==> src/rtl/rp_pkg.sv <==
// Package: shared constants and types for the indirect register access port.
// Assumes an 8-bit host data bus by default; all widths remain overridable.
package rp_pkg;

    // Host-visible offsets of the two-address port.
    typedef enum logic {
        OFS_CTRL = 1'b0,
        OFS_DATA = 1'b1
    } port_ofs_e;

    localparam int unsigned DEF_DATA_W   = 8;
    localparam int unsigned DEF_NUM_REGS = 38;
    localparam int unsigned DEF_BUSY     = 4;

endpackage

==> src/rtl/rp_busy_timer.sv <==
// Module: busy window timer.
// Clears ready for BUSY_CYCLES clocks after each start pulse. A new start
// always reloads the window. rise_next flags that ready becomes 1 on the
// coming edge. Assumes BUSY_CYCLES >= 1.
module rp_busy_timer #(
    parameter int unsigned BUSY_CYCLES = 4
) (
    input  logic clk,
    input  logic rst_n,
    input  logic start,
    output logic ready,
    output logic rise_next
);
    localparam int unsigned CNT_W = (BUSY_CYCLES > 1) ? $clog2(BUSY_CYCLES) : 1;
    localparam logic [CNT_W-1:0] RELOAD = CNT_W'(BUSY_CYCLES - 1);

    logic [CNT_W-1:0] cnt_q;

    // Ready returns on the next edge unless a new start arrives.
    assign rise_next = !ready && (cnt_q == '0) && !start;

    // Count down the busy window and restore ready at its end.
    always_ff @(posedge clk) begin
        if (!rst_n) begin
            ready <= 1'b1;
            cnt_q <= '0;
        end else if (start) begin
            ready <= 1'b0;
            cnt_q <= RELOAD;
        end else if (!ready) begin
            if (cnt_q == '0) begin
                ready <= 1'b1;
            end else begin
                cnt_q <= cnt_q - 1'b1;
            end
        end
    end

endmodule

==> src/rtl/rp_irq_ctl.sv <==
// Module: ready interrupt control.
// Drives an active-low interrupt that asserts when ready rises and is
// released by a status read. Assertion wins over release on the same edge.
module rp_irq_ctl (
    input  logic clk,
    input  logic rst_n,
    input  logic ready_rise,
    input  logic release_req,
    output logic irq_n
);
    // Hold the interrupt until the host acknowledges it through status.
    always_ff @(posedge clk) begin
        if (!rst_n) begin
            irq_n <= 1'b1;
        end else if (ready_rise) begin
            irq_n <= 1'b0;
        end else if (release_req) begin
            irq_n <= 1'b1;
        end
    end

endmodule

==> src/rtl/rp_reg_bank.sv <==
// Module: internal register file.
// NUM_REGS entries of DATA_W bits. The entry at POL_IDX keeps only its two
// top bits (sync polarities). Indices at or above NUM_REGS are out of range:
// they read all ones and ignore writes. Assumes IDX_W can hold NUM_REGS.
module rp_reg_bank #(
    parameter int unsigned DATA_W   = 8,
    parameter int unsigned NUM_REGS = 38,
    parameter int unsigned IDX_W    = 8,
    parameter int unsigned POL_IDX  = NUM_REGS - 1
) (
    input  logic                         clk,
    input  logic                         rst_n,
    input  logic                         wr_en,
    input  logic [IDX_W-1:0]             idx,
    input  logic [DATA_W-1:0]            wdata,
    output logic [DATA_W-1:0]            rd_word,
    output logic                         in_range,
    output logic [NUM_REGS*DATA_W-1:0]   flat,
    output logic                         hpol,
    output logic                         vpol
);
    localparam logic [DATA_W-1:0] POL_MASK = {2'b11, {(DATA_W-2){1'b0}}};
    localparam logic [DATA_W-1:0] ALL_MASK = '1;

    logic [DATA_W-1:0] words [NUM_REGS];

    // An index is valid only below the entry count.
    assign in_range = (idx < IDX_W'(NUM_REGS));

    for (genvar g = 0; g < NUM_REGS; g++) begin : g_entry
        localparam logic [DATA_W-1:0] KEEP = (g == POL_IDX) ? POL_MASK : ALL_MASK;
        logic [DATA_W-1:0] q;

        // Store masked write data when this entry is addressed.
        always_ff @(posedge clk) begin
            if (!rst_n) begin
                q <= '0;
            end else if (wr_en && in_range && (idx == IDX_W'(g))) begin
                q <= wdata & KEEP;
            end
        end

        assign words[g]                    = q;
        assign flat[g*DATA_W +: DATA_W]    = q;
    end

    // Select the addressed entry, all ones when out of range.
    always_comb begin
        rd_word = '1;
        for (int i = 0; i < NUM_REGS; i++) begin
            if (idx == IDX_W'(i)) begin
                rd_word = words[i];
            end
        end
    end

    assign hpol = words[POL_IDX][DATA_W-1];
    assign vpol = words[POL_IDX][DATA_W-2];

endmodule

==> src/rtl/ind_reg_port.sv <==
// Module: indirect register access port (top).
// Decodes the two-offset host bus into index selection, status reads and
// data accesses. It gates data accesses with the busy window, and registers
// read data for one-cycle-later pickup. Assumes single-cycle bus_sel strobes.
module ind_reg_port #(
    parameter int unsigned DATA_W      = rp_pkg::DEF_DATA_W,
    parameter int unsigned NUM_REGS    = rp_pkg::DEF_NUM_REGS,
    parameter int unsigned BUSY_CYCLES = rp_pkg::DEF_BUSY
) (
    input  logic              clk,
    input  logic              rst_n,
    input  logic              bus_sel,
    input  logic              bus_addr,
    input  logic              bus_wr,
    input  logic [DATA_W-1:0] bus_wdata,
    output logic [DATA_W-1:0] bus_rdata,
    output logic              irq_n,
    output logic              hsync_pol,
    output logic              vsync_pol
);
    import rp_pkg::*;

    localparam int unsigned IDX_W   = DATA_W;
    localparam int unsigned POL_IDX = NUM_REGS - 1;

    port_ofs_e                   ofs;
    logic                        sel_wr;
    logic                        stat_rd;
    logic                        data_acc;
    logic                        data_ok;
    logic                        ready_w;
    logic                        rise_w;
    logic                        in_range_w;
    logic [IDX_W-1:0]            idx_q;
    logic [DATA_W-1:0]           rd_word_w;
    logic [DATA_W-1:0]           status_w;
    logic [NUM_REGS*DATA_W-1:0]  bank_flat_w;

    // Decode the host strobe into its four access kinds.
    assign ofs      = port_ofs_e'(bus_addr);
    assign sel_wr   = bus_sel && bus_wr  && (ofs == OFS_CTRL);
    assign stat_rd  = bus_sel && !bus_wr && (ofs == OFS_CTRL);
    assign data_acc = bus_sel && (ofs == OFS_DATA);
    assign data_ok  = data_acc && ready_w;
    assign status_w = {ready_w, {(DATA_W-1){1'b0}}};

    // Capture the register index on every control write.
    always_ff @(posedge clk) begin
        if (!rst_n) begin
            idx_q <= '0;
        end else if (sel_wr) begin
            idx_q <= bus_wdata[IDX_W-1:0];
        end
    end

    // Register read data for status and data reads.
    always_ff @(posedge clk) begin
        if (!rst_n) begin
            bus_rdata <= '0;
        end else if (stat_rd) begin
            bus_rdata <= status_w;
        end else if (data_acc && !bus_wr) begin
            bus_rdata <= (data_ok && in_range_w) ? rd_word_w : '1;
        end
    end

    rp_busy_timer #(
        .BUSY_CYCLES (BUSY_CYCLES)
    ) u_timer (
        .clk       (clk),
        .rst_n     (rst_n),
        .start     (sel_wr || data_ok),
        .ready     (ready_w),
        .rise_next (rise_w)
    );

    rp_irq_ctl u_irq (
        .clk         (clk),
        .rst_n       (rst_n),
        .ready_rise  (rise_w),
        .release_req (stat_rd),
        .irq_n       (irq_n)
    );

    rp_reg_bank #(
        .DATA_W   (DATA_W),
        .NUM_REGS (NUM_REGS),
        .IDX_W    (IDX_W),
        .POL_IDX  (POL_IDX)
    ) u_bank (
        .clk      (clk),
        .rst_n    (rst_n),
        .wr_en    (data_ok && bus_wr),
        .idx      (idx_q),
        .wdata    (bus_wdata),
        .rd_word  (rd_word_w),
        .in_range (in_range_w),
        .flat     (bank_flat_w),
        .hpol     (hsync_pol),
        .vpol     (vsync_pol)
    );

endmodule

==> config.mk <==
export PLATFORM = sky130hd
export DESIGN_NAME = ind_reg_port
export DESIGN_NICKNAME = d
export VERILOG_FILES = /design/src/rtl/rp_pkg.sv /design/src/rtl/rp_busy_timer.sv /design/src/rtl/rp_irq_ctl.sv /design/src/rtl/rp_reg_bank.sv /design/src/rtl/ind_reg_port.sv
export SDC_FILE = /design/constraint.sdc
export NUM_CORES = 1
export LEC_CHECK = 0
export BUFFER_PORTS_ARGS = -buffer_cell sky130_fd_sc_hd__buf_4
export CAP_MARGIN = 5
export CORE_MARGIN = 5
export CORE_UTILIZATION = 63
export CTS_CLUSTER_SIZE = 25
export DETAILED_ROUTE_END_ITERATION = 8
export MAX_ROUTING_LAYER = met4
export PLACE_DENSITY = 0.77
export SLEW_MARGIN = 30
export SYNTH_ARGS = -nofsm -noshare
export SYNTH_HDL_FRONTEND = slang
export SYNTH_SLANG_ARGS = --single-unit
==> constraint.sdc <==
create_clock -name clk -period 3.27 [get_ports clk]
set_input_delay 0.981 -clock clk [delete_from_list [all_inputs] [get_ports clk]]
set_output_delay 0.981 -clock clk [all_outputs]
set_load 0.005 [all_outputs]
# Word level (Yosys, flattened, before mapping)
# Index checks and enable logic that the tools add are counted.
# classes
reduce_logical	60
n_addsub	1
n_lt_le_gt_ge	1
n_eq_ne	39
muxes	49
n_bitwise	2
# op_table
operator	n
two-way mux 8 bit	41
equality test 8 x 5 -> 1 bit, second input constant	16
equality test 8 x 4 -> 1 bit, second input constant	8
logical AND 1 bit	50
equality test 8 x 6 -> 1 bit, second input constant	6
equality test 8 x 3 -> 1 bit, second input constant	4
equality test 8 x 2 -> 1 bit, second input constant	2
equality test 8 x 1 -> 1 bit, second input constant	1
logical NOT 8 bit	1
< comparator 8 x 6 -> 1 bit, second input constant	1
two-way mux 2 bit	3
two-way mux 1 bit	5
!= test 2 x 1 -> 1 bit, second input constant	2
nonzero test 2 bit	2
logical NOT 1 bit	3
logical NOT 2 bit	1
inverter 1 bit	2
AND reduction 2 bit	1
OR reduction 2 bit	1
subtractor 2 x 1 -> 2 bit, second input constant	1
logical OR 1 bit	1
# totals
word_cells	196
reg_bits	318

# Longest topological paths before layout
# Gate-level depths: netlist (run 1).
# depth
depth_word	42
mapped_depth	12
ltp_nobuf	8

# Cells and area by module
# A second synthesis (run 1) with hierarchy kept.
# unflattened
cells_unflattened	1883
hier_area_um2	16274.4
# by_module_without_submodules
mod	area_each_um2	cells_each	instances
rp_reg_bank	15392.3	1800	1
ind_reg_port	714.4	66	1
rp_busy_timer	138.9	14	1
rp_irq_ctl	28.8	3	1

# Worst setup path after synthesis (run 1)
# No wires, ideal clock.
# synth_path
kind	input to register
from	input port bus_addr
to	register u_bank.g_entry[2].q[0]
path_stages	10
path_slack_ps	574
setup_time_ps	122
t_arrival_ps	2574
required_time_ps	3148
path_cell_list	and2_1 -> nand3_1 -> a21oi_1 -> nand2_1 -> buf_2 -> nor2_1 -> buf_2 -> nand2_1 -> nand2_1 -> a21boi_0
# synth_via
elab_chain_cells	5
# synth_rtl
element	line	text
start, declared	ind_reg_port.sv:13	input logic bus_addr,
logical AND 1 bit	ind_reg_port.sv:43	assign data_acc = bus_sel && (ofs == OFS_DATA);
logical AND 1 bit	ind_reg_port.sv:44	assign data_ok = data_acc && ready_w;
logical AND 1 bit	ind_reg_port.sv:93	.wr_en (data_ok && bus_wr),
logical AND 1 bit (2 in a row)	rp_reg_bank.sv:38	end else if (wr_en && in_range && (idx == IDX_W'(g))) begin
end signal, assigned	rp_reg_bank.sv:39	q <= wdata & KEEP;
end, declared	rp_reg_bank.sv:32	logic [DATA_W-1:0] q;
# No other way between the ends.
# A chain may end at the register's enable or synchronous reset.

# Final worst setup path (run 1)
# layout_path
from	register idx_q[5]
to	register bus_rdata[6]
# layout_via
elab_chain_cells	40
elab_cells_between_ends	79
classes_between	order compare (1); eq/ne (37); mux (39); reduce/logical (2)
# layout_rtl
element	line	text
start, declared	ind_reg_port.sv:34	logic [IDX_W-1:0] idx_q;
start signal, assigned	ind_reg_port.sv:52	idx_q <= bus_wdata[IDX_W-1:0];
logical NOT 8 bit	rp_reg_bank.sv:51	if (idx == IDX_W'(i)) begin
two-way mux 8 bit (38 in a row)	rp_reg_bank.sv:51	
two-way mux 8 bit *	ind_reg_port.sv:63	bus_rdata <= (data_ok && in_range_w) ? rd_word_w : '1;
end signal, assigned	ind_reg_port.sv:61	bus_rdata <= status_w;
end signal, assigned	ind_reg_port.sv:63	
end, declared	ind_reg_port.sv:16	output logic [DATA_W-1:0] bus_rdata,
# Mark *: on every way between the ends. The rest lies on a longest branch, timed or not.

==> out/metrics.sh, run 1 <==
TIMING.CLOCK.SKEW_PS=18.8
ASYNC_RESET_FF_SHARE_PCT=0
TIMING.REG2REG.WORST_PATH_DEPTH=8
SYNTH_CELL_TYPE_COUNT=74
GRT_START_MAX_NET_PINS=201
CAP_VIOL_MAX_COUNT=0
WIRE_LENGTH_OF_THE_FIRST_GLOBAL_ROUTING_PASS_MICRONS=84800
HOLDPATHSTAGES=2
NUMBER_OF_GLOBAL_ROUTE_VIAS_BEFORE_REPAIR=14500
SLEW_HEADROOM_PCT=36.5
TRITONCTS.NUM_BUFFERS=35
POST-DP-HPWL_MICRONS=35300
DRIVE_ABOVE_1_SHARE_PCT=10.8
CLK_PIN_SLEW_PS=60
POWER.IR.VDD_WORST_mV=0.460
POWER.LEAKAGE_uW=0.00568
SYNTH-SEQ-CELLS=318
ARRIVAL_TIME_REPORTED_FOR_THE_CRITICAL_PATH_ENDPOINT_PS=3440
GLOBAL_ROUTE.USAGE.TOTAL_PCT=38.4
MIN_PERIOD_PS=3030
NETS=2026
ANTENNA_FOUND_INITIAL=0
WORSTSETUPPATHTYPE='register to register'
DRT_WL_TOTAL_MICRONS=54200
UNREPAIRED_SETUP_ENDPOINTS_AFTER_GLOBAL_ROUTING='no'
ROUTED_LEN_INST_MICRONS=23.0
WORST_SETUP_PATH_START_KIND='register'
MIN_PERIOD_OVER_PERIOD_PCT=92.7
ACHIEVABLE-FREQUENCY_MHz=330
CORE_SQ_MM=0.0245
SYNTH_ENABLE_FLOP_CELLS=0
DRT_PASS1_ITERATIONS=8
STATUS='completed'
POSTCTSSETUPBUFFERS=0
ENDPOINT_KIND_OF_THE_WORST_SETUP_TIMING_PATH='register'
CLK-INSERTION-DELAY-LATE_PS=520
FIN_HOLD_WS_PS=461
POWER.DENSITY_CELL_AREA_mW_PER_MM2=490
DETAILEDROUTE.FIRSTITERATIONVIOLATIONS=2443
MAPPEDNETLISTAREA_SQ_MM=0.0157
POST-ROUTE-DRC-COUNT=0
R2R_SLACK_PS=240
HOLD_VIOL_FINAL=0
VIA_PER_INST=6.65
RR_ENDPOINT='bus_rdata[6]'
CORE.ROWCOUNT=57
INITIAL_UTILIZATION_PCT=64.4
FLOORPLAN.DIE_AREA_SQ_MM=0.0283
CRITPATHMAXFANOUT=12
CTS.REPAIR.RESIZED=0
GP_CONGESTION=1.06
SYNTH_AREA_LEADER_CELL='sky130_fd_sc_hd__dfxtp_1'
YOSYSSEQAREASHARE_PCT=40.4
HOLD_START='u_bank.g_entry[30].q[7]'
SYNTH_TOP_FLOP_CELL='sky130_fd_sc_hd__dfxtp_1'
POSTSYNTHCELLCOUNT=2016
LAYOUT_FILLER_CELL_COUNT=2000
HTREE_NUM_LEVELS=2
SETUP_TNS_PS=0
N_ANTENNA_CELL=0
DIE_Y_MICRONS=168
TIMING_MAX_TRANSITION_VIOLATIONS_FINAL=0
SYNTH_TOP_AREA_SHARE_PCT=40.4
SYNTH_AREA_LEADERS='sky130_fd_sc_hd__dfxtp_1 (40%), sky130_fd_sc_hd__a21boi_0 (13%), sky130_fd_sc_hd__nand2_1 (12%), sky130_fd_sc_hd__o21ai_0 (5.6%), sky130_fd_sc_hd__clkbuf_1 (2.8%)'
HOLDCRITPATHCLASS='register to register'
CLOCKBUFFERDEPTH=3
YOSYS_WARNINGS=0
BUFFER_PORTS.INSERTED=23
AREA.GROWTH.SYNTH_TO_FINAL_PCT=12.3
SYNTH.TOP_CELLS.BY_COUNT='sky130_fd_sc_hd__nand2_1 (496), sky130_fd_sc_hd__dfxtp_1 (318), sky130_fd_sc_hd__a21boi_0 (276), sky130_fd_sc_hd__o21ai_0 (175), sky130_fd_sc_hd__clkbuf_1 (119)'
DESIGN.PORTCOUNT=24
CLOCK_SINKS=318
POST-SYNTH-TOP-COUNT-CELL='sky130_fd_sc_hd__nand2_1'
HOLD_PATH_END='u_bank.g_entry[30].q[7]'
SYNTH_NETS=2030
DETAIL-ROUTE-ANTENNA-NETS=0
SETUP_VIOLATIONS=0
CTS_HOLD_REPAIR.BUFFERS=0
REG2REG_FROM='idx_q[5]'
CRIT_REQUIRED_PS=3680
SYNTHESIS.AREA_PER_INSTANCE_SQ_UM=7.81
CLOCK_TREE_FROM_TRITONCTS='yes'
GRT-OVFL-TOTAL=0
TIGHTESTPINTRANSITION_PS=952
DIE_W_MICRONS=168
CTS-ROOT-BUF='sky130_fd_sc_hd__clkbuf_16'
TOTAL_NUMBER_OF_VIAS=15700
[worst max path at each step]
stage                         from                     end  slack (ps)  cells past startpoint
after global routing      idx_q[5]            bus_rdata[6]          80                      8
after floorplan           bus_addr  u_bank.g_entry[2].q[0]         570                     10
after detailed placement  bus_addr            bus_rdata[2]         280                     10
after global placement    bus_addr            bus_rdata[2]         320                     10
final                     idx_q[5]            bus_rdata[6]         240                      8
after CTS                 idx_q[5]            bus_rdata[6]         340                      8
[area by class of cell]
| type | count | area, sq um | area share, % |
|---|---|---|---|
| clock buffers | 51 | 1040 | 5.88 |
| multi-input cells | 1525 | 8710 | 49.3 |
| flip-flops and latches | 318 | 6370 | 36.1 |
| repair buffers | 121 | 975 | 5.51 |
| clock inverters | 10 | 130 | 0.736 |
| inverters | 11 | 41.3 | 0.234 |
| well taps | 324 | 405 | 2.29 |
[flip-flops by register name (all words and copies together), names as in the netlist]
signal / count
u_irq.irq_n: 1
idx_q: 8
u_bank.g_entry.q: 298
u_timer.cnt_q: 2
u_timer.ready: 1
bus_rdata: 8
[routing by layer]
layer / share of wire [%] / global-route usage, % / vias to the layer above / routed length (microns)
met5: 0 / - / - / 0
met4: 3.4 / 12.0 / 0 / 1850
met3: 12 / 7.67 / 170 / 6540
met2: 43 / 55.4 / 998 / 23500
met1: 41 / 54.5 / 7440 / 22300
li1: - / - / 7082 / -
[critical path, cell delays in order (launching register included)]
cell,delay (ps)
sky130_fd_sc_hd__dfxtp_1,400
sky130_fd_sc_hd__nor4b_1,710
sky130_fd_sc_hd__nand2_1,470
sky130_fd_sc_hd__nor2_1,330
sky130_fd_sc_hd__nor4_1,110
sky130_fd_sc_hd__a2111oi_2,430
sky130_fd_sc_hd__o21ai_1,200
sky130_fd_sc_hd__buf_4,170
sky130_fd_sc_hd__o2bb2ai_1,100
[power by group]
group	internal [uW]	switching (uW)
Clock	2440	1620
Combinational	229	456
Sequential	3890	26.7
Total	6560	2100
[cells by family after synthesis]
logic type,Yosys count,synth area share [%]
XOR/XNOR,1,0.0556
buffers and inverters,173,4.45
flip-flops,318,40.4
multiplexers,50,3.69
adder cells (fa/ha/maj),1,0.0794
AO/OA/AOI/OAI,684,29.3
AND/OR/NAND/NOR,789,22.0
[cell usage in the layout (no fill, tap or decap), types with 9 or more instances in the layout]
| cell | Yosys | layout |
|---|---|---|
| sky130_fd_sc_hd__a211oi_1 | 13 | 13 |
| sky130_fd_sc_hd__a21boi_0 | 276 | 276 |
| sky130_fd_sc_hd__a21boi_1 | 15 | 15 |
| sky130_fd_sc_hd__a21oi_1 | 68 | 68 |
| sky130_fd_sc_hd__a221oi_1 | 11 | 11 |
| sky130_fd_sc_hd__a22oi_1 | 12 | 12 |
| sky130_fd_sc_hd__buf_4 | 0 | 115 |
| sky130_fd_sc_hd__clkbuf_16 | 0 | 37 |
| sky130_fd_sc_hd__dfxtp_1 | 318 | 316 |
| sky130_fd_sc_hd__inv_1 | 10 | 10 |
| sky130_fd_sc_hd__mux2i_1 | 39 | 39 |
| sky130_fd_sc_hd__nand2_1 | 496 | 495 |
| sky130_fd_sc_hd__nand2b_1 | 9 | 9 |
| sky130_fd_sc_hd__nand3_1 | 79 | 79 |
| sky130_fd_sc_hd__nor2_1 | 87 | 86 |
| sky130_fd_sc_hd__nor2b_1 | 26 | 26 |
| sky130_fd_sc_hd__nor3_1 | 26 | 25 |
| sky130_fd_sc_hd__nor3_2 | 11 | 12 |
| sky130_fd_sc_hd__o21ai_0 | 175 | 175 |
| sky130_fd_sc_hd__o221ai_1 | 15 | 15 |
| sky130_fd_sc_hd__o22ai_1 | 22 | 22 |
[metrics by stage]
stage | area, sq um | setup WS [ps] | cells | utilization, % | total power (uW)
3_3_place_gp | 16500 | 322 | 2299 | 67.5 | 4660
6_report | 17700 | 238 | 2360 | 72.3 | 8670
3_5_place_dp | 16500 | 284 | 2299 | 67.5 | 4660
2_1_floorplan | 15700 | 574 | 2016 | - | 4390
4_1_cts | 17700 | 339 | 2360 | 72.3 | 8640
5_1_grt | 17700 | 83.4 | 2360 | 72.3 | 8880
Power figures use the tool's default switching activity.
==> run 2, diff against run 1 <==
PLACE_DENSITY = 0.88   (was 0.77)
==> run 2 against run 1 <==
Compared with the run above: register-to-register slack got worse by 150 ps; clock power fell by 3%; fmax fell by 4.6%; largest cell class unchanged.
==> out/metrics.sh, run 2 (same netlist as run 1, synthesis figures left out) <==
BUFFER_PORTS.INSERTED=23  # unchanged
CORE_SQ_MM=0.0245  # unchanged
HOLD_PATH_END='u_bank.g_entry[8].q[6]'
REGISTERS.TOP_BY_FF_COUNT='u_bank.g_entry.q'
GRT-OVFL-TOTAL=0  # unchanged
CRITPATHMAXFANOUT=20  # +8
DRIVE_ABOVE_1_SHARE_PCT=10.6  # -0.17 points
DRT_PASS1_ITERATIONS=9  # +1
ACHIEVABLE-FREQUENCY_MHz=315  # -4.6%
POWER.LEAKAGE_uW=0.00564  # -0.70%
HOLDPATHSTAGES=2  # unchanged
SLEW_HEADROOM_PCT=39.1  # +2.5 points
POST-DP-HPWL_MICRONS=36000  # +1.9%
POST-PLACE-CELLS=2295  # -0.17%
WIRE_LENGTH_OF_THE_FIRST_GLOBAL_ROUTING_PASS_MICRONS=85700  # +1.1%
DRT_WL_TOTAL_MICRONS=55300  # +2.1%
DIE_Y_MICRONS=168  # unchanged
DETAIL-ROUTE-ANTENNA-NETS=0  # unchanged
FIN_CELLS=2354  # -0.25%
CTS-ROOT-BUF='sky130_fd_sc_hd__clkbuf_16'
CLK_PIN_SLEW_PS=60  # about the same
HOLDCRITPATHCLASS='register to register'
FINAL_COMMON_CELL='sky130_fd_sc_hd__nand2_1'
DESIGN.PORTCOUNT=24  # unchanged
MOST_USED_CELLS_IN_THE_LAYOUT_EXCLUDING_FILL_AND_TAP_CELLS='sky130_fd_sc_hd__nand2_1 (495), sky130_fd_sc_hd__dfxtp_1 (314), sky130_fd_sc_hd__a21boi_0 (276), sky130_fd_sc_hd__o21ai_0 (175), sky130_fd_sc_hd__buf_4 (111)'
UNREPAIRED_SETUP_ENDPOINTS_AFTER_GLOBAL_ROUTING='no'
GP_CONGESTION=1.09  # +2.6%
HTREE_NUM_LEVELS=2  # unchanged
POWER.SHARE.CLOCK_PCT=46.1  # -0.8 points
HOLD_VIOL_FINAL=0  # unchanged
TIMING_MAX_TRANSITION_VIOLATIONS_FINAL=0  # unchanged
CLOCKBUFFERDEPTH=3  # unchanged
POST-ROUTE-DRC-COUNT=0  # unchanged
CRIT_REQUIRED_PS=3670  # about the same
TIGHTESTPINTRANSITION_PS=914  # -37.9 ps
BIGGESTREGSBYFLOPS='u_bank.g_entry.q (298), bus_rdata (8), idx_q (8)'
HOLD_START='u_bank.g_entry[8].q[6]'
TIMING.CLOCK.SKEW_PS=8.45  # -10.4 ps
SETUP_VIOLATIONS=0  # unchanged
SWITCHING_SHARE_PCT=24.4  # +0.13 points
INITIAL_UTILIZATION_PCT=64.4  # unchanged
TIMING.REG2REG.WORST_PATH_DEPTH=9  # +1
FLOORPLAN.DIE_AREA_SQ_MM=0.0283  # unchanged
TRITONCTS.NUM_BUFFERS=34  # -2.9%
ROUTED_LEN_INST_MICRONS=23.5  # +2.3%
NETS=2021  # -0.25%
SWITCHING_POWER_uW=2090  # -0.87%
WORST_SETUP_PATH_START_KIND='register'
LAYOUT_FILLER_CELL_COUNT=1809  # -9.6%
CLK-INSERTION-DELAY-LATE_PS=520  # about the same
R2R_SLACK_PS=90  # -150 ps
LARGEST_REG_FLOPS=298  # unchanged
POWER.DENSITY_CELL_AREA_mW_PER_MM2=485  # -1.0%
DIE_W_MICRONS=168  # unchanged
STATUS='completed'
GLOBAL_ROUTE.USAGE.TOTAL_PCT=38.8  # +0.43 points
CLOCK_SINKS=318  # unchanged
RR_ENDPOINT='bus_rdata[6]'
SETUP_TNS_PS=0  # unchanged
N_ANTENNA_CELL=0  # unchanged
ANTENNA_FOUND_INITIAL=0  # unchanged
WORSTSETUPPATHTYPE='register to register'
AREA.GROWTH.SYNTH_TO_FINAL_PCT=11.8
MIN_PERIOD_OVER_PERIOD_PCT=97.2  # +4.5 points
VIA_PER_INST=6.80  # +2.3%
CORE.ROWCOUNT=57  # unchanged
POWER_SHARE_OF_THE_SEQUENTIAL_GROUP_PCT=45.9  # +0.7 points
MIN_PERIOD_PS=3180  # +147 ps
POST_PLACEMENT_SETUP_SLACK_PS=77.9  # -206 ps
CAP_VIOL_MAX_COUNT=0  # unchanged
POWER.IR.VDD_WORST_mV=0.422  # -8.2%
ENDPOINT_KIND_OF_THE_WORST_SETUP_TIMING_PATH='register'
CLOCK_TREE_FROM_TRITONCTS='yes'
GRT_START_MAX_NET_PINS=205  # +2.0%
ARRIVAL_TIME_REPORTED_FOR_THE_CRITICAL_PATH_ENDPOINT_PS=3580  # +140 ps
FINALWORSTSETUPSLACK_PS=90.6  # -147 ps
DETAILEDROUTE.FIRSTITERATIONVIOLATIONS=2490  # +1.9%
CELL_INTERNAL_PWR_uW=6460  # -1.5%
POWER.TOTAL_uW=8550  # -1.4%
CTS_HOLD_REPAIR.BUFFERS=0  # unchanged
NUMBER_OF_GLOBAL_ROUTE_VIAS_BEFORE_REPAIR=15400  # +5.9%
TOTAL_NUMBER_OF_VIAS=16000  # +2.0%
REG2REG_FROM='idx_q[0]'
PWR-SHARE-COMB_PCT=8.1  # +0.2 points
run 2: worst max path at each step:
stage / depth (start not counted) / from / endpoint
3_5_place_dp: 9 / idx_q[2] / bus_rdata[6]
6_report: 9 / idx_q[0] / bus_rdata[6]
4_1_cts: 9 / idx_q[2] / bus_rdata[6]
3_3_place_gp: 9 / idx_q[2] / bus_rdata[6]
2_1_floorplan: 10 / bus_addr / u_bank.g_entry[2].q[0]
5_1_grt: 9 / idx_q[7] / bus_rdata[6]
run 2: metrics by stage:
stage | hold WS (ps) | area, sq um | util [%]
finish | 460 | 17600 | 72.0
global route | 480 | 17600 | 72.0
CTS | 462 | 17600 | 71.9
detailed placement | 449 | 16500 | 67.3
global placement | 442 | 16500 | 67.3
floorplan | 426 | 15700 | -
run 2: timing repair:
item / 4_1_cts / 5_1_grt
setup endpoints to repair: 0 / 1
buffers inserted: 0 / 0
gates resized for setup: 0 / 3
run 2: layer usage:
layer | vias up | global-route usage (%) | share of wire (%)
met5 | - | - | 0
met1 | 7423 | 50.5 | 38
li1 | 7079 | - | -
met4 | 0 | 19.8 | 6.3
met2 | 1227 | 56.6 | 43
met3 | 282 | 9.26 | 13
run 2: power groups by stage:
| stage | combinational [uW] | sequential (uW) | clock (uW) |
|---|---|---|---|
| final | 690 | 3920 | 3940 |
| after global routing | 704 | 3920 | 4110 |
| after CTS | 649 | 3920 | 3930 |
| after detailed placement | 647 | 4010 | 0 |
| after global placement | 639 | 4010 | 0 |
| after floorplan | 393 | 3990 | 0 |
run 2: worst max-delay path, cell delays in order, from the launching register on:
cell	delay (ps)
sky130_fd_sc_hd__dfxtp_2	450
sky130_fd_sc_hd__or4b_2	860
sky130_fd_sc_hd__o22ai_1	280
sky130_fd_sc_hd__a2111oi_0	150
sky130_fd_sc_hd__o21ai_1	200
sky130_fd_sc_hd__nor4_1	110
sky130_fd_sc_hd__buf_4	160
sky130_fd_sc_hd__a2111oi_4	480
sky130_fd_sc_hd__o21ai_1	210
sky130_fd_sc_hd__o2bb2ai_1	160
run 2: layout make-up:
cell class	count	area, sq um	share of cell area, %
clock inverters	11	143	0.810
well taps	324	405	2.30
multi-input cells	1525	8720	49.5
clock buffers	48	985	5.59
repair buffers	117	945	5.36
inverters	11	41.3	0.234
flip-flops and latches	318	6370	36.2
